==> config.mk <==
export PLATFORM = sky130hd
export DESIGN_NAME = link_pwr_ctrl
export DESIGN_NICKNAME = d
export VERILOG_FILES = /design/src/rtl/lpc_pkg.sv /design/src/rtl/lpc_wake_arb.sv /design/src/rtl/lpc_speed_hold.sv /design/src/rtl/lpc_exit_timer.sv /design/src/rtl/lpc_fsm.sv /design/src/rtl/link_pwr_ctrl.sv
export SDC_FILE = /design/constraint.sdc
export NUM_CORES = 1
export LEC_CHECK = 0
export BUFFER_PORTS_ARGS = -buffer_cell sky130_fd_sc_hd__buf_2
export CORE_MARGIN = 2
export CORE_UTILIZATION = 59
export CTS_BUF_LIST = sky130_fd_sc_hd__clkbuf_4 sky130_fd_sc_hd__clkbuf_8
export CTS_CLUSTER_SIZE = 20
export DETAILED_ROUTE_END_ITERATION = 7
export GPL_ROUTABILITY_DRIVEN = 1
export PLACE_DENSITY = 0.89
export RECOVER_POWER = 100
export SYNTH_ARGS = -nofsm -noshare
export SYNTH_HDL_FRONTEND = slang
export SYNTH_SLANG_ARGS = --single-unit
==> constraint.sdc <==
create_clock -name clk -period 2 [get_ports clk]
set_input_delay 0.2 -clock clk [delete_from_list [all_inputs] [get_ports clk]]
set_output_delay 0.2 -clock clk [all_outputs]
set_load 0.1 [all_outputs]
==> src/rtl/lpc_pkg.sv <==
package lpc_pkg;

  typedef enum logic [2:0] {
    ST_OFF      = 3'd0,
    ST_READY    = 3'd1,
    ST_PARTIAL  = 3'd2,
    ST_SLUMBER  = 3'd3,
    ST_WAKE_LCL = 3'd4,
    ST_WAKE_RMT = 3'd5,
    ST_FAULT    = 3'd6
  } lpc_state_e;

  localparam logic [1:0] PS_ACTIVE  = 2'd0;
  localparam logic [1:0] PS_PARTIAL = 2'd1;
  localparam logic [1:0] PS_SLUMBER = 2'd2;
  localparam logic [1:0] PS_TRANSIT = 2'd3;

endpackage

==> src/rtl/lpc_wake_arb.sv <==
module lpc_wake_arb (
  input  logic en,
  input  logic wake_local,
  input  logic wake_remote,
  output logic take_local,
  output logic take_remote
);

  // far-end COMWAKE has priority so only one side drives the wake burst
  always_comb begin
    take_remote = en & wake_remote;
    take_local  = en & wake_local & ~wake_remote;
  end

endmodule

==> src/rtl/lpc_speed_hold.sv <==
module lpc_speed_hold #(
  parameter int SPD_W = 2
) (
  input  logic             clk,
  input  logic             rst_n,
  input  logic             load,
  input  logic             clear,
  input  logic [SPD_W-1:0] speed_in,
  output logic [SPD_W-1:0] speed_q
);

  logic             en;
  logic [SPD_W-1:0] speed_d;

  always_comb begin
    en      = load | clear;
    speed_d = clear ? '0 : speed_in;
  end

  always_ff @(posedge clk or negedge rst_n) begin
    if (!rst_n) begin
      speed_q <= '0;
    end else if (en) begin
      speed_q <= speed_d;
    end
  end

endmodule

==> src/rtl/lpc_exit_timer.sv <==
module lpc_exit_timer #(
  parameter int PARTIAL_EXIT_CYC = 1000,
  parameter int SLUMBER_EXIT_CYC = 1000000
) (
  input  logic clk,
  input  logic rst_n,
  input  logic arm,
  input  logic arm_slumber,
  input  logic run,
  output logic expired
);

  localparam int MAX_CYC = (SLUMBER_EXIT_CYC > PARTIAL_EXIT_CYC) ?
                           SLUMBER_EXIT_CYC : PARTIAL_EXIT_CYC;
  localparam int CNT_W   = $clog2(MAX_CYC + 1);
  localparam logic [CNT_W-1:0] PAR_LAST = CNT_W'(PARTIAL_EXIT_CYC - 1);
  localparam logic [CNT_W-1:0] SLU_LAST = CNT_W'(SLUMBER_EXIT_CYC - 1);

  logic             lim_slumber_q;
  logic [CNT_W-1:0] cnt_q;
  logic [CNT_W-1:0] cnt_d;
  logic             cnt_en;
  logic [CNT_W-1:0] last;

  always_comb begin
    last    = lim_slumber_q ? SLU_LAST : PAR_LAST;
    expired = run & (cnt_q == last);
    cnt_en  = run | (cnt_q != '0);
    cnt_d   = run ? (cnt_q + CNT_W'(1)) : '0;
  end

  always_ff @(posedge clk or negedge rst_n) begin
    if (!rst_n) begin
      lim_slumber_q <= 1'b0;
    end else if (arm) begin
      lim_slumber_q <= arm_slumber;
    end
  end

  always_ff @(posedge clk or negedge rst_n) begin
    if (!rst_n) begin
      cnt_q <= '0;
    end else if (cnt_en) begin
      cnt_q <= cnt_d;
    end
  end

endmodule

==> src/rtl/lpc_fsm.sv <==
module lpc_fsm
  import lpc_pkg::*;
(
  input  logic       clk,
  input  logic       rst_n,
  input  logic       init_done,
  input  logic       pd_partial_req,
  input  logic       pd_slumber_req,
  input  logic       take_local,
  input  logic       take_remote,
  input  logic       link_up,
  input  logic       expired,
  output lpc_state_e state_q,
  output logic       low_pwr,
  output logic       arm,
  output logic       arm_slumber,
  output logic       wake_run,
  output logic       load_speed,
  output logic       clear_speed
);

  lpc_state_e state_d;

  always_comb begin
    state_d = state_q;
    unique case (state_q)
      ST_OFF: begin
        if (init_done) state_d = ST_READY;
      end
      ST_READY: begin
        if (pd_slumber_req)      state_d = ST_SLUMBER;
        else if (pd_partial_req) state_d = ST_PARTIAL;
      end
      ST_PARTIAL, ST_SLUMBER: begin
        if (take_remote)     state_d = ST_WAKE_RMT;
        else if (take_local) state_d = ST_WAKE_LCL;
      end
      ST_WAKE_LCL, ST_WAKE_RMT: begin
        if (link_up)      state_d = ST_READY;
        else if (expired) state_d = ST_FAULT;
      end
      ST_FAULT: state_d = ST_OFF;
      default:  state_d = ST_OFF;
    endcase
  end

  always_comb begin
    low_pwr     = (state_q == ST_PARTIAL) | (state_q == ST_SLUMBER);
    arm         = low_pwr & (take_local | take_remote);
    arm_slumber = (state_q == ST_SLUMBER);
    wake_run    = (state_q == ST_WAKE_LCL) | (state_q == ST_WAKE_RMT);
    load_speed  = (state_q == ST_OFF) & init_done;
    clear_speed = (state_q == ST_FAULT);
  end

  always_ff @(posedge clk or negedge rst_n) begin
    if (!rst_n) begin
      state_q <= ST_OFF;
    end else begin
      state_q <= state_d;
    end
  end

endmodule

==> src/rtl/link_pwr_ctrl.sv <==
module link_pwr_ctrl
  import lpc_pkg::*;
#(
  parameter int SPD_W            = 2,
  parameter int PARTIAL_EXIT_CYC = 1000,
  parameter int SLUMBER_EXIT_CYC = 1000000
) (
  input  logic             clk,
  input  logic             rst_n,
  input  logic             init_done,
  input  logic [SPD_W-1:0] init_speed,
  input  logic             pd_partial_req,
  input  logic             pd_slumber_req,
  input  logic             wake_local,
  input  logic             wake_remote,
  input  logic             link_up,
  output logic             phy_ready,
  output logic [1:0]       pwr_state,
  output logic             comwake_tx,
  output logic             align_tx,
  output logic [SPD_W-1:0] link_speed,
  output logic             exit_fault
);

  lpc_state_e state_q;
  logic       low_pwr;
  logic       take_local;
  logic       take_remote;
  logic       arm;
  logic       arm_slumber;
  logic       wake_run;
  logic       expired;
  logic       load_speed;
  logic       clear_speed;

  lpc_wake_arb u_arb (
    .en          (low_pwr),
    .wake_local  (wake_local),
    .wake_remote (wake_remote),
    .take_local  (take_local),
    .take_remote (take_remote)
  );

  lpc_fsm u_fsm (
    .clk            (clk),
    .rst_n          (rst_n),
    .init_done      (init_done),
    .pd_partial_req (pd_partial_req),
    .pd_slumber_req (pd_slumber_req),
    .take_local     (take_local),
    .take_remote    (take_remote),
    .link_up        (link_up),
    .expired        (expired),
    .state_q        (state_q),
    .low_pwr        (low_pwr),
    .arm            (arm),
    .arm_slumber    (arm_slumber),
    .wake_run       (wake_run),
    .load_speed     (load_speed),
    .clear_speed    (clear_speed)
  );

  lpc_exit_timer #(
    .PARTIAL_EXIT_CYC (PARTIAL_EXIT_CYC),
    .SLUMBER_EXIT_CYC (SLUMBER_EXIT_CYC)
  ) u_timer (
    .clk         (clk),
    .rst_n       (rst_n),
    .arm         (arm),
    .arm_slumber (arm_slumber),
    .run         (wake_run),
    .expired     (expired)
  );

  lpc_speed_hold #(
    .SPD_W (SPD_W)
  ) u_speed (
    .clk      (clk),
    .rst_n    (rst_n),
    .load     (load_speed),
    .clear    (clear_speed),
    .speed_in (init_speed),
    .speed_q  (link_speed)
  );

  always_comb begin
    phy_ready  = (state_q == ST_READY);
    comwake_tx = (state_q == ST_WAKE_LCL);
    align_tx   = wake_run;
    exit_fault = (state_q == ST_FAULT);
    unique case (state_q)
      ST_READY:   pwr_state = PS_ACTIVE;
      ST_PARTIAL: pwr_state = PS_PARTIAL;
      ST_SLUMBER: pwr_state = PS_SLUMBER;
      default:    pwr_state = PS_TRANSIT;
    endcase
  end

endmodule

### Word level (Yosys, flattened, before mapping)

Index checks and enable logic that the tools add are counted.

| storage, ports and cells | value |
|---|---|
| register bits | 26 |

| cells by class | value |
|---|---|
| add/subtract/negate cells | 1 |
| equal/unequal tests | 11 |
| multiplexer cells | 12 |
| bitwise gates (word level) | 12 |
| reduce and logical (&&, ||, !) cells | 5 |

Operators by type and width:

| kind | count |
|---|---|
| 20-bit two-way mux | 2 |
| 3-bit two-way mux | 7 |
| 20-bit by 1-bit adder with 20-bit output (second input constant) | 1 |
| 20-bit equality test | 1 |
| 20-bit nonzero test | 1 |
| 3-bit case mux with 4 select lines | 1 |
| 3-bit equality test (second input constant) | 3 |
| 1-bit AND | 6 |
| 3-bit by 2-bit equality test with 1-bit output (second input constant) | 2 |
| 3-bit inequality test (second input constant) | 2 |
| 2-bit case mux with 3 select lines | 1 |
| 1-bit OR | 5 |
| 4-bit AND reduction | 1 |
| 2-bit OR reduction | 2 |
| 3-bit by 1-bit equality test with 1-bit output (second input constant) | 1 |
| 3-bit logical NOT | 1 |
| 3-bit by 1-bit inequality test with 1-bit output (second input constant) | 1 |
| 2-bit two-way mux | 1 |
| 2-bit inequality test (second input constant) | 1 |
| 1-bit inverter | 1 |

### Depth between registers and ports, before layout

Gate-level depths: netlist (run 1).

| logic depth | value |
|---|---|
| depth in word-level cells | 7 |
| depth in mapped cells | 6 |

### Hierarchy

From an unflattened synthesis (run 1), not the netlist that was laid out.

| unflattened totals | value |
|---|---|
| cells, all modules | 167 |
| area total of the unflattened synthesis | 1537.7 sq um |

By module, submodules not included:

| module | times used | cells each | area an instance (sq um) | seq. area each (sq um) |
|---|---|---|---|---|
| lpc_exit_timer | 1 | 122 | 1149.9 | 525.5 |
| lpc_fsm | 1 | 31 | 252.7 | 75.1 |
| lpc_speed_hold | 1 | 6 | 77.6 | 50.0 |
| link_pwr_ctrl | 1 | 6 | 41.3 | 0.0 |
| lpc_wake_arb | 1 | 2 | 16.3 | 0.0 |

### Worst setup path before layout (run 1)

No wires, ideal clock.

| path | value |
|---|---|
| path kind | register to output |
| start | register u_fsm.state_q[2] |
| end | output phy_ready |
| arrival | 2.658 ns |
| required time | 1.800 ns |
| setup slack | -0.858 ns |
| cell stages (with the launch flop) | 3 |
| cells stage by stage | dfrtp_1 > nand2b_1 > nor2_1 |

| between the ends | value |
|---|---|
| word-level cells in the longest chain between the ends | 1 |

Ends and longest elaborated chain:

| item | line | source |
|---|---|---|
| start, declared | lpc_fsm.sv:13 | `output lpc_state_e state_q,` |
| start signal, assigned | lpc_fsm.sv:60 | `state_q <= state_d;` |
| 3-bit by 1-bit equality test with 1-bit output | link_pwr_ctrl.sv:87 | `phy_ready = (state_q == ST_READY);` |
| end, declared | link_pwr_ctrl.sv:17 | `output logic phy_ready,` |

No other way between the ends.

### Worst setup path after layout (run 1)

| path | value |
|---|---|
| start | register u_timer.cnt_q[8] |
| end | register u_fsm.state_q[0] |

| between the ends | value |
|---|---|
| word-level cells in the longest chain between the ends | 4 |

Ends and longest elaborated chain:

| item | line | source |
|---|---|---|
| start, declared | lpc_exit_timer.sv:20 | `logic [CNT_W-1:0] cnt_q;` |
| start signal, assigned | lpc_exit_timer.sv:44 | `cnt_q <= cnt_d;` |
| 20-bit equality test | lpc_exit_timer.sv:27 | `expired = run & (cnt_q == last);` |
| 1-bit AND | lpc_exit_timer.sv:27 |  |
| 3-bit inequality test (no line) | n/a |  |
| 4-bit AND reduction (no line) | n/a |  |

No other way between the ends.
A chain may end at the register's enable or synchronous reset.

==> results of run 1 <==
[registers in the layout, indices dropped and copies added (netlist names)]
| signal | cells |
|---|---|
| u_timer.lim_slumber_q | 1 |
| u_speed.speed_q | 2 |
| u_fsm.state_q | 3 |
| u_timer.cnt_q | 20 |
[worst min-delay path by stage]
stage / start / end / cells after the start
finish: link_up / u_fsm.state_q[2] / 2
global route: link_up / u_fsm.state_q[2] / 2
CTS: link_up / u_fsm.state_q[2] / 2
detailed placement: rst_n / u_speed.speed_q[0] / 1
global placement: rst_n / u_speed.speed_q[1] / 1
floorplan: rst_n / u_fsm.state_q[0] / 0
[power by group through the flow]
| stage | logic, mW | clock network, mW | registers [mW] |
|---|---|---|---|
| 6_report | 1.22 | 0.216 | 0.687 |
| 3_5_place_dp | 1.23 | 0 | 0.697 |
| 5_1_grt | 1.29 | 0.236 | 0.699 |
| 4_1_cts | 1.24 | 0.218 | 0.685 |
| 2_1_floorplan | 0.871 | 0 | 0.812 |
| 3_3_place_gp | 1.21 | 0 | 0.691 |
[what timing repair did]
action	in CTS	in global routing
hold buffers	1	0
hold endpoints to repair	26	0
gates resized for setup	1	2
pin swaps	0	0
setup endpoints to repair	1	1
[placed cells by master, fill, tap and decap left out, types with 5 or more instances in the layout]
cell type  count
buf_2          8
dfrtp_1       25
buf_4          8
clkbuf_2       6
nor2_1        27
nand2_1       11
nand4_1        5
nand3_1       14
o21ai_0        7
xor2_1        12
xnor2_1        5
inv_1          5
[worst reg2reg max path, delay by kind of cell (launching register included)]
family	cells	cell delay [ns]
DFF	1	0.40
and+or+nand+nor	1	0.39
AOI/OAI and AO/OA	3	0.70
muxes	1	0.34
[per-layer routing]
metal	part of all wire [%]	routed length (um)	vias up	global-route usage, %
met5	0	0	-	0
met4	2.3	70	0	10.8
met3	4.5	137	9	2.50
met2	50	1520	44	40.2
met1	43	1320	604	32.9
li1	-	-	611	-
[logic make-up (layout without fill, tap and decap cells)]
group / Yosys count / after routing / synth area share, %
and+or+nand+nor: 82 / 82 / 28.1
DFF: 26 / 26 / 44.1
AOI/OAI and AO/OA: 22 / 22 / 10.4
xor gates and xnor gates: 17 / 17 / 10.1
buffers and inverters: 11 / 33 / 4.15
adders and majority gates: 2 / 2 / 1.69
muxes: 2 / 2 / 1.53
[layout make-up]
cell class | instances | area (um2)
multi-input cells | 125 | 790
flip-flops and latches | 26 | 652
fillers | 179 | 748
clock buffers | 3 | 22.5
inverters | 5 | 18.8
repair buffers | 25 | 164
well taps | 30 | 37.5
[stage by stage]
step	std cells	setup TNS (ns)	power, mW
after floorplan	162	0	1.68
after global placement	210	0	1.90
after detailed placement	210	0	1.93
after CTS	214	0	2.14
after global routing	214	-0.0651	2.22
final	214	0	2.12
==> summary.md, run 1 <==
| Metric | Value |
|---|---|
| Status | `finished clean` |
| Post-synth top area cell | `dfrtp_1` |
| Gpl congestion | `0.860` |
| Reg2Reg Capture Point | `u_fsm.state_q[0]` |
| Worst setup margin | `0.0615 ns` |
| H-tree Lvls | `1` |
| Gr usage total | `about 25%` |
| WP data required | `2.22 ns` |
| Post-CTS Setup Bufs | `0` |
| Setup Skew | `~0.008 ns` |
| Dpl hpwl | `between 2 and 2.5 mm` |
| Critical path class | `flip-flop to flip-flop` |
| CTS tree | `yes` |
| Flop2flop setup slack | `a little over 0.06 ns` |
| Largest net degree at the start of global routing | `27` |
| Worst slew pin tran | `roughly 1.3 ns` |
| R2R depth | `5` |
| Ys flop type | `dfrtp_1` |
| Top cell type's share of synthesized area | `44.1%` |
| Buf+Inv Stages, Crit Path | `0` |
| Asr flop ratio synth | `100%` |
| Rows | `18` |
| Critical path's top delay family | `compound AO/OA/AOI/OAI gates` |
| DRC Markers | `0` |
| Cell Chain, Critical Path | `or3_1 > o32a_1 > a2111o_1 > a21oi_2 > mux2_1` |
| Post-synth EDFFs | `0` |
| P&R area growth vs syn | `14.1%` |
| Io pins | `18` |
| Max-Cap Viols | `0` |
| Crit. End Element | `flip-flop` |
| Worst-skew pair later-pin latency | `0.32 ns` |
| Number of global-route vias before repair | `1199` |
| Synth Area per Inst | `9.11 um2` |
| Clock Power Share | `10.2%` |
| Worst vdd ir | `roughly 1400 uV` |
| Setup crit start kind | `flip-flop` |
| Reg power frac | `32.4%` |
| Count of input and output buffers | `17` |
| Placed cell area | `1650 um2` |
| Initial antenna violation count | `0` |
| Root buffer cell | `clkbuf_4` |
| ANT cells | `0` |
| Core area | `2430 um2` |
| Synth cell types | `41` |
| Power Density | `between 1000 and 1500 nW/um2` |
| Die Ht | `54.0 um` |
| Post-Synthesis Cells | `162` |
| Slowest stage delay, CP | `0.40 ns` |
| Seq cells post-synth | `26` |
| Post-synth net total | `174` |
| CP endpoint | `u_fsm.state_q[0]` |
| Slowest stage cell, crit path | `dfrtp_1` |
| Post-route cell area | `1680 um2` |
| Final ANT Viol Nets | `0` |
| Final setup vio count | `0` |
| DRT Wirelength | `3.04 mm` |
| Max_slew headroom | `10.1%` |
| Clock Sinks | `26` |
| Leak Pwr | `0.727 nW` |
| Final Slew Violations | `0` |
| Worst r2r src | `u_timer.cnt_q[8]` |
| Minimum clock period | `between 1.5 and 2 ns` |
| Total grt overflow | `0` |
| Routed WL per cell | `14.2 um` |
| Pre-CTS setup slack | `0.0894 ns` |
| Ranking of synthesized cells by area | `dfrtp_1 (44%), nor2_1 (7.1%), xor2_1 (7.1%)` |
| Fin Hold WS | `around 0.12 ns` |
| Syn. warnings | `0` |
| Cell area after synthesis | `1480 um2` |
| Die width | `54.0 um` |
| Clock Pin Slew Worst Setup and Hold Paths | `0.13 ns` |
| Layout cells sized above 1 | `20.7%` |
| Post-layout util | `69.2%` |
| DR vias/cell | `5.93` |
| Worst EP arrival | `2.16 ns` |
| Initial Utilization | `60.7%` |
| Most frequent cell after synthesis | `nor2_1` |
| Switching pwr | `1.14 mW` |
| CTS max path bufs | `2` |
| Comb pwr share | `57.4%` |
| Die ar. | `2920 um2` |
| DR iter-0 viols | `43` |
| Setup crit start | `u_timer.cnt_q[8]` |
| Min-delay worst type | `input pin to flip-flop` |
| Fin crit share | `96.9%` |
| First-pass GRT wire length | `between 5 and 6 mm` |
| Fin. Hold Viols | `0` |
| Sequential share of the synthesized area | `44.1%` |
| Pre-Repair DR Iteration Count | `4` |
| CP Max Fanout | `2` |
| TritonCTS Buffers | `3` |
| Power Internal | `0.978 mW` |
| NumNets Final | `a little under 200` |
| Stages on the worst setup path | `5` |
| DR vias | `1268` |
| Sw frac | `53.8%` |
| Achievable Freq | `516 MHz` |
| Commonest cells in the netlist | `nor2_1 (28), dfrtp_1 (26), nand3_1 (14)` |
No activity file was read; power rests on OpenSTA's default activity.
==> run 2: changes to the inputs <==
--- a/config.mk
+++ b/config.mk
@@ -8,7 +8,7 @@
 export BUFFER_PORTS_ARGS = -buffer_cell sky130_fd_sc_hd__buf_2
 export CORE_MARGIN = 2
 export CORE_UTILIZATION = 59
-export CTS_BUF_LIST = sky130_fd_sc_hd__clkbuf_4 sky130_fd_sc_hd__clkbuf_8
+export CTS_BUF_LIST = sky130_fd_sc_hd__clkbuf_8
 export CTS_CLUSTER_SIZE = 20
 export DETAILED_ROUTE_END_ITERATION = 7
 export GPL_ROUTABILITY_DRIVEN = 1
==> run 2 against run 1 <==
  * Design area is 1.7% higher
  * Sequential power barely moved
  * Total power rose by 4.5%
  * Sequential cell count unchanged
  * Critical path type unchanged
  * Non-clock buffer count unchanged
  * Core utilization up 1.2 points
  * Clock power rose by 33%
==> summary.md, run 2 (synthesized netlist as in run 1, its figures left out) <==
| Metric | Value |
|---|---|
| Minimum clock period | `1.95 ns (was 1.94 ns)` |
| Fin Hold WS | `0.154 ns (was 0.118 ns)` |
| NumNets Final | `198 (unchanged)` |
| Crit. End Element | `flip-flop (unchanged)` |
| Worst EP arrival | `2.10 ns (was 2.16 ns)` |
| Fin. Hold Viols | `0 (unchanged)` |
| Comb pwr share | `55.9% (was 57.4%)` |
| DR vias | `1263 (was 1268)` |
| Sw frac | `52.4% (was 53.8%)` |
| Cell Chain, Critical Path | `or3_1 > o32a_1 > a2111o_1 > a21oi_2 > mux2_1 (unchanged)` |
| H-tree Lvls | `1 (unchanged)` |
| Routed WL per cell | `14.2 um (about the same)` |
| Setup Skew | `0.00779 ns (was 0.00789 ns)` |
| Clock Pin Slew Worst Setup and Hold Paths | `0.09 ns (was 0.13 ns)` |
| Setup crit start kind | `flip-flop (unchanged)` |
| Hold path startpoint | `link_up (unchanged)` |
| Count of input and output buffers | `17 (unchanged)` |
| Die ar. | `2920 um2 (unchanged)` |
| Gr usage total | `24.4% (was 24.5%)` |
| Max-Cap Viols | `0 (unchanged)` |
| Worst-skew pair later-pin latency | `0.27 ns (was 0.32 ns)` |
| Commonest non-fill, non-tap cells in the layout | `nor2_1 (26), dfrtp_1 (25), nand3_1 (14) (was nor2_1 (27), dfrtp_1 (25), nand3_1 (14))` |
| Post-route cell area | `1710 um2 (was 1680 um2)` |
| Clock Sinks | `26 (unchanged)` |
| Reg power frac | `31.1% (was 32.4%)` |
| Achievable Freq | `514 MHz (was 516 MHz)` |
| DRT Wirelength | `3.03 mm (was 3.04 mm)` |
| Final Slew Violations | `0 (unchanged)` |
| DR iter-0 viols | `69 (was 43)` |
| Io pins | `18 (unchanged)` |
| Gpl congestion | `0.860 (unchanged)` |
| Fin crit share | `97.3% (was 96.9%)` |
| Worst r2r src | `u_timer.cnt_q[8] (unchanged)` |
| First-pass GRT wire length | `5.07 mm (was 5.13 mm)` |
| CTS max path bufs | `2 (unchanged)` |
| Slowest stage delay, CP | `0.40 ns (about the same)` |
| Die width | `54.0 um (unchanged)` |
| Min-Delay Endpoint | `u_fsm.state_q[2] (unchanged)` |
| WP data required | `2.16 ns (was 2.22 ns)` |
| Initial antenna violation count | `0 (unchanged)` |
| Initial Utilization | `60.7% (unchanged)` |
| R2R depth | `5 (unchanged)` |
| P&R area growth vs syn | `16.0% (was 14.1%)` |
| Placed cell area | `1650 um2 (unchanged)` |
| Largest net degree at the start of global routing | `27 (unchanged)` |
| Min-delay worst type | `input pin to flip-flop (unchanged)` |
| DRC Markers | `0 (unchanged)` |
| Rows | `18 (unchanged)` |
| Worst slew pin tran | `1.33 ns (was 1.35 ns)` |
| TritonCTS Buffers | `3 (unchanged)` |
| Root buffer cell | `clkbuf_8 (was clkbuf_4)` |
| Max_slew headroom | `11.1% (was 10.1%)` |
| Largest registers | `u_timer.cnt_q: 20 flops, u_fsm.state_q: 3 flops, u_speed.speed_q: 2 flops (unchanged)` |
| Cell depth of the worst hold path | `2 (unchanged)` |
| Dpl hpwl | `2.09 mm (unchanged)` |
| Clock Power Share | `13.0% (was 10.2%)` |
| Slowest stage cell, crit path | `or3_1 (was dfrtp_1)` |
| Post-CTS Setup Bufs | `0 (unchanged)` |
| CTS tree | `yes (unchanged)` |
| Status | `finished clean (unchanged)` |
| Final setup vio count | `0 (unchanged)` |
| Worst vdd ir | `1400 uV (was 1350 uV)` |
| Pre-Repair DR Iteration Count | `4 (unchanged)` |
| CP Max Fanout | `2 (unchanged)` |
| ANT cells | `0 (unchanged)` |
| Largest reg by FF count | `u_timer.cnt_q (unchanged)` |
| Critical path class | `flip-flop to flip-flop (unchanged)` |
| Flop2flop setup slack | `0.05 ns (was 0.06 ns)` |
| Switching pwr | `1.16 mW (was 1.14 mW)` |
| Reg2Reg Capture Point | `u_fsm.state_q[0] (unchanged)` |
| Die Ht | `54.0 um (unchanged)` |
| Max FFs per register | `20 (unchanged)` |
| Core area | `2430 um2 (unchanged)` |
| DR vias/cell | `5.90 (was 5.93)` |
| Number of global-route vias before repair | `1210 (was 1199)` |
| Power Density | `1290 nW/um2 (was 1260 nW/um2)` |
| Leading cell type in the layout, fill and taps excluded | `nor2_1 (unchanged)` |
| Layout cells sized above 1 | `20.1% (was 20.7%)` |
| Total grt overflow | `0 (unchanged)` |
| Final ANT Viol Nets | `0 (unchanged)` |
| Power Internal | `1.05 mW (was 0.978 mW)` |
| Leak Pwr | `0.731 nW (was 0.727 nW)` |
-- run 2: changes by cell type in the layout (fill, tap and decap cells not counted), sizes merged --
cell | previous run | this run
clkbuf | 10 | 7
buf | 17 | 20
-- run 2: worst max path at each step --
stage                            from                to  slack, ns  cells after the start
finish               u_timer.cnt_q[8]  u_fsm.state_q[0]       0.05                      5
global route        u_timer.cnt_q[16]  u_fsm.state_q[0]      -0.07                      5
CTS                 u_timer.cnt_q[16]  u_fsm.state_q[0]       0.01                      5
detailed placement  u_timer.cnt_q[16]  u_fsm.state_q[0]       0.09                      5
global placement    u_timer.cnt_q[16]  u_fsm.state_q[0]       0.15                      5
floorplan            u_fsm.state_q[1]        comwake_tx       0.13                      4
-- run 2: power groups by stage --
stage | combinational [mW] | sequential [mW] | clock, mW
floorplan | 0.871 | 0.812 | 0
global route | 1.31 | 0.699 | 0.315
global placement | 1.21 | 0.691 | 0
detailed placement | 1.23 | 0.697 | 0
finish | 1.24 | 0.688 | 0.287
CTS | 1.24 | 0.685 | 0.293
-- run 2: metal layers --
metal | vias to the layer above | global-route usage [%] | wire length [um]
met5 | - | 0 | 0
met4 | 0 | 11.3 | 27
met3 | 4 | 4.44 | 161
met2 | 36 | 40.4 | 1530
met1 | 612 | 30.9 | 1310
li1 | 611 | - | -
-- run 2: what timing repair did --
action,in CTS,in global routing
gates resized for setup,0,3
hold buffers,1,0
setup endpoints to repair,0,1
endpoints found under the hold margin,26,0
-- run 2: stage by stage --
stage               instances  worst slack (ns)  setup TNS (ns)  util, %  total power, mW
finish                    214            0.0543               0     70.4             2.21
global route              214           -0.0666         -0.0666     70.4             2.32
CTS                       214            0.0149               0     70.0             2.22
detailed placement        210            0.0894               0     67.9             1.93
global placement          210             0.155               0     67.9             1.90
floorplan                 162             0.131               0        -             1.68
-- run 2: critical path, delay by kind of cell (launching register included) --
kind,cells,cell delay (ns)
and+or+nand+nor,1,0.40
AOI/OAI and AO/OA,3,0.73
DFF,1,0.38
muxes,1,0.34
-- run 2: area by class of cell --
type                       count  area, um2
multi-input combinational    125        792
tap                           30       37.5
inverter                       5       18.8
timing repair buffer          25        171
sequential                    26        652
fill                         176        719
clock buffer                   3       41.3
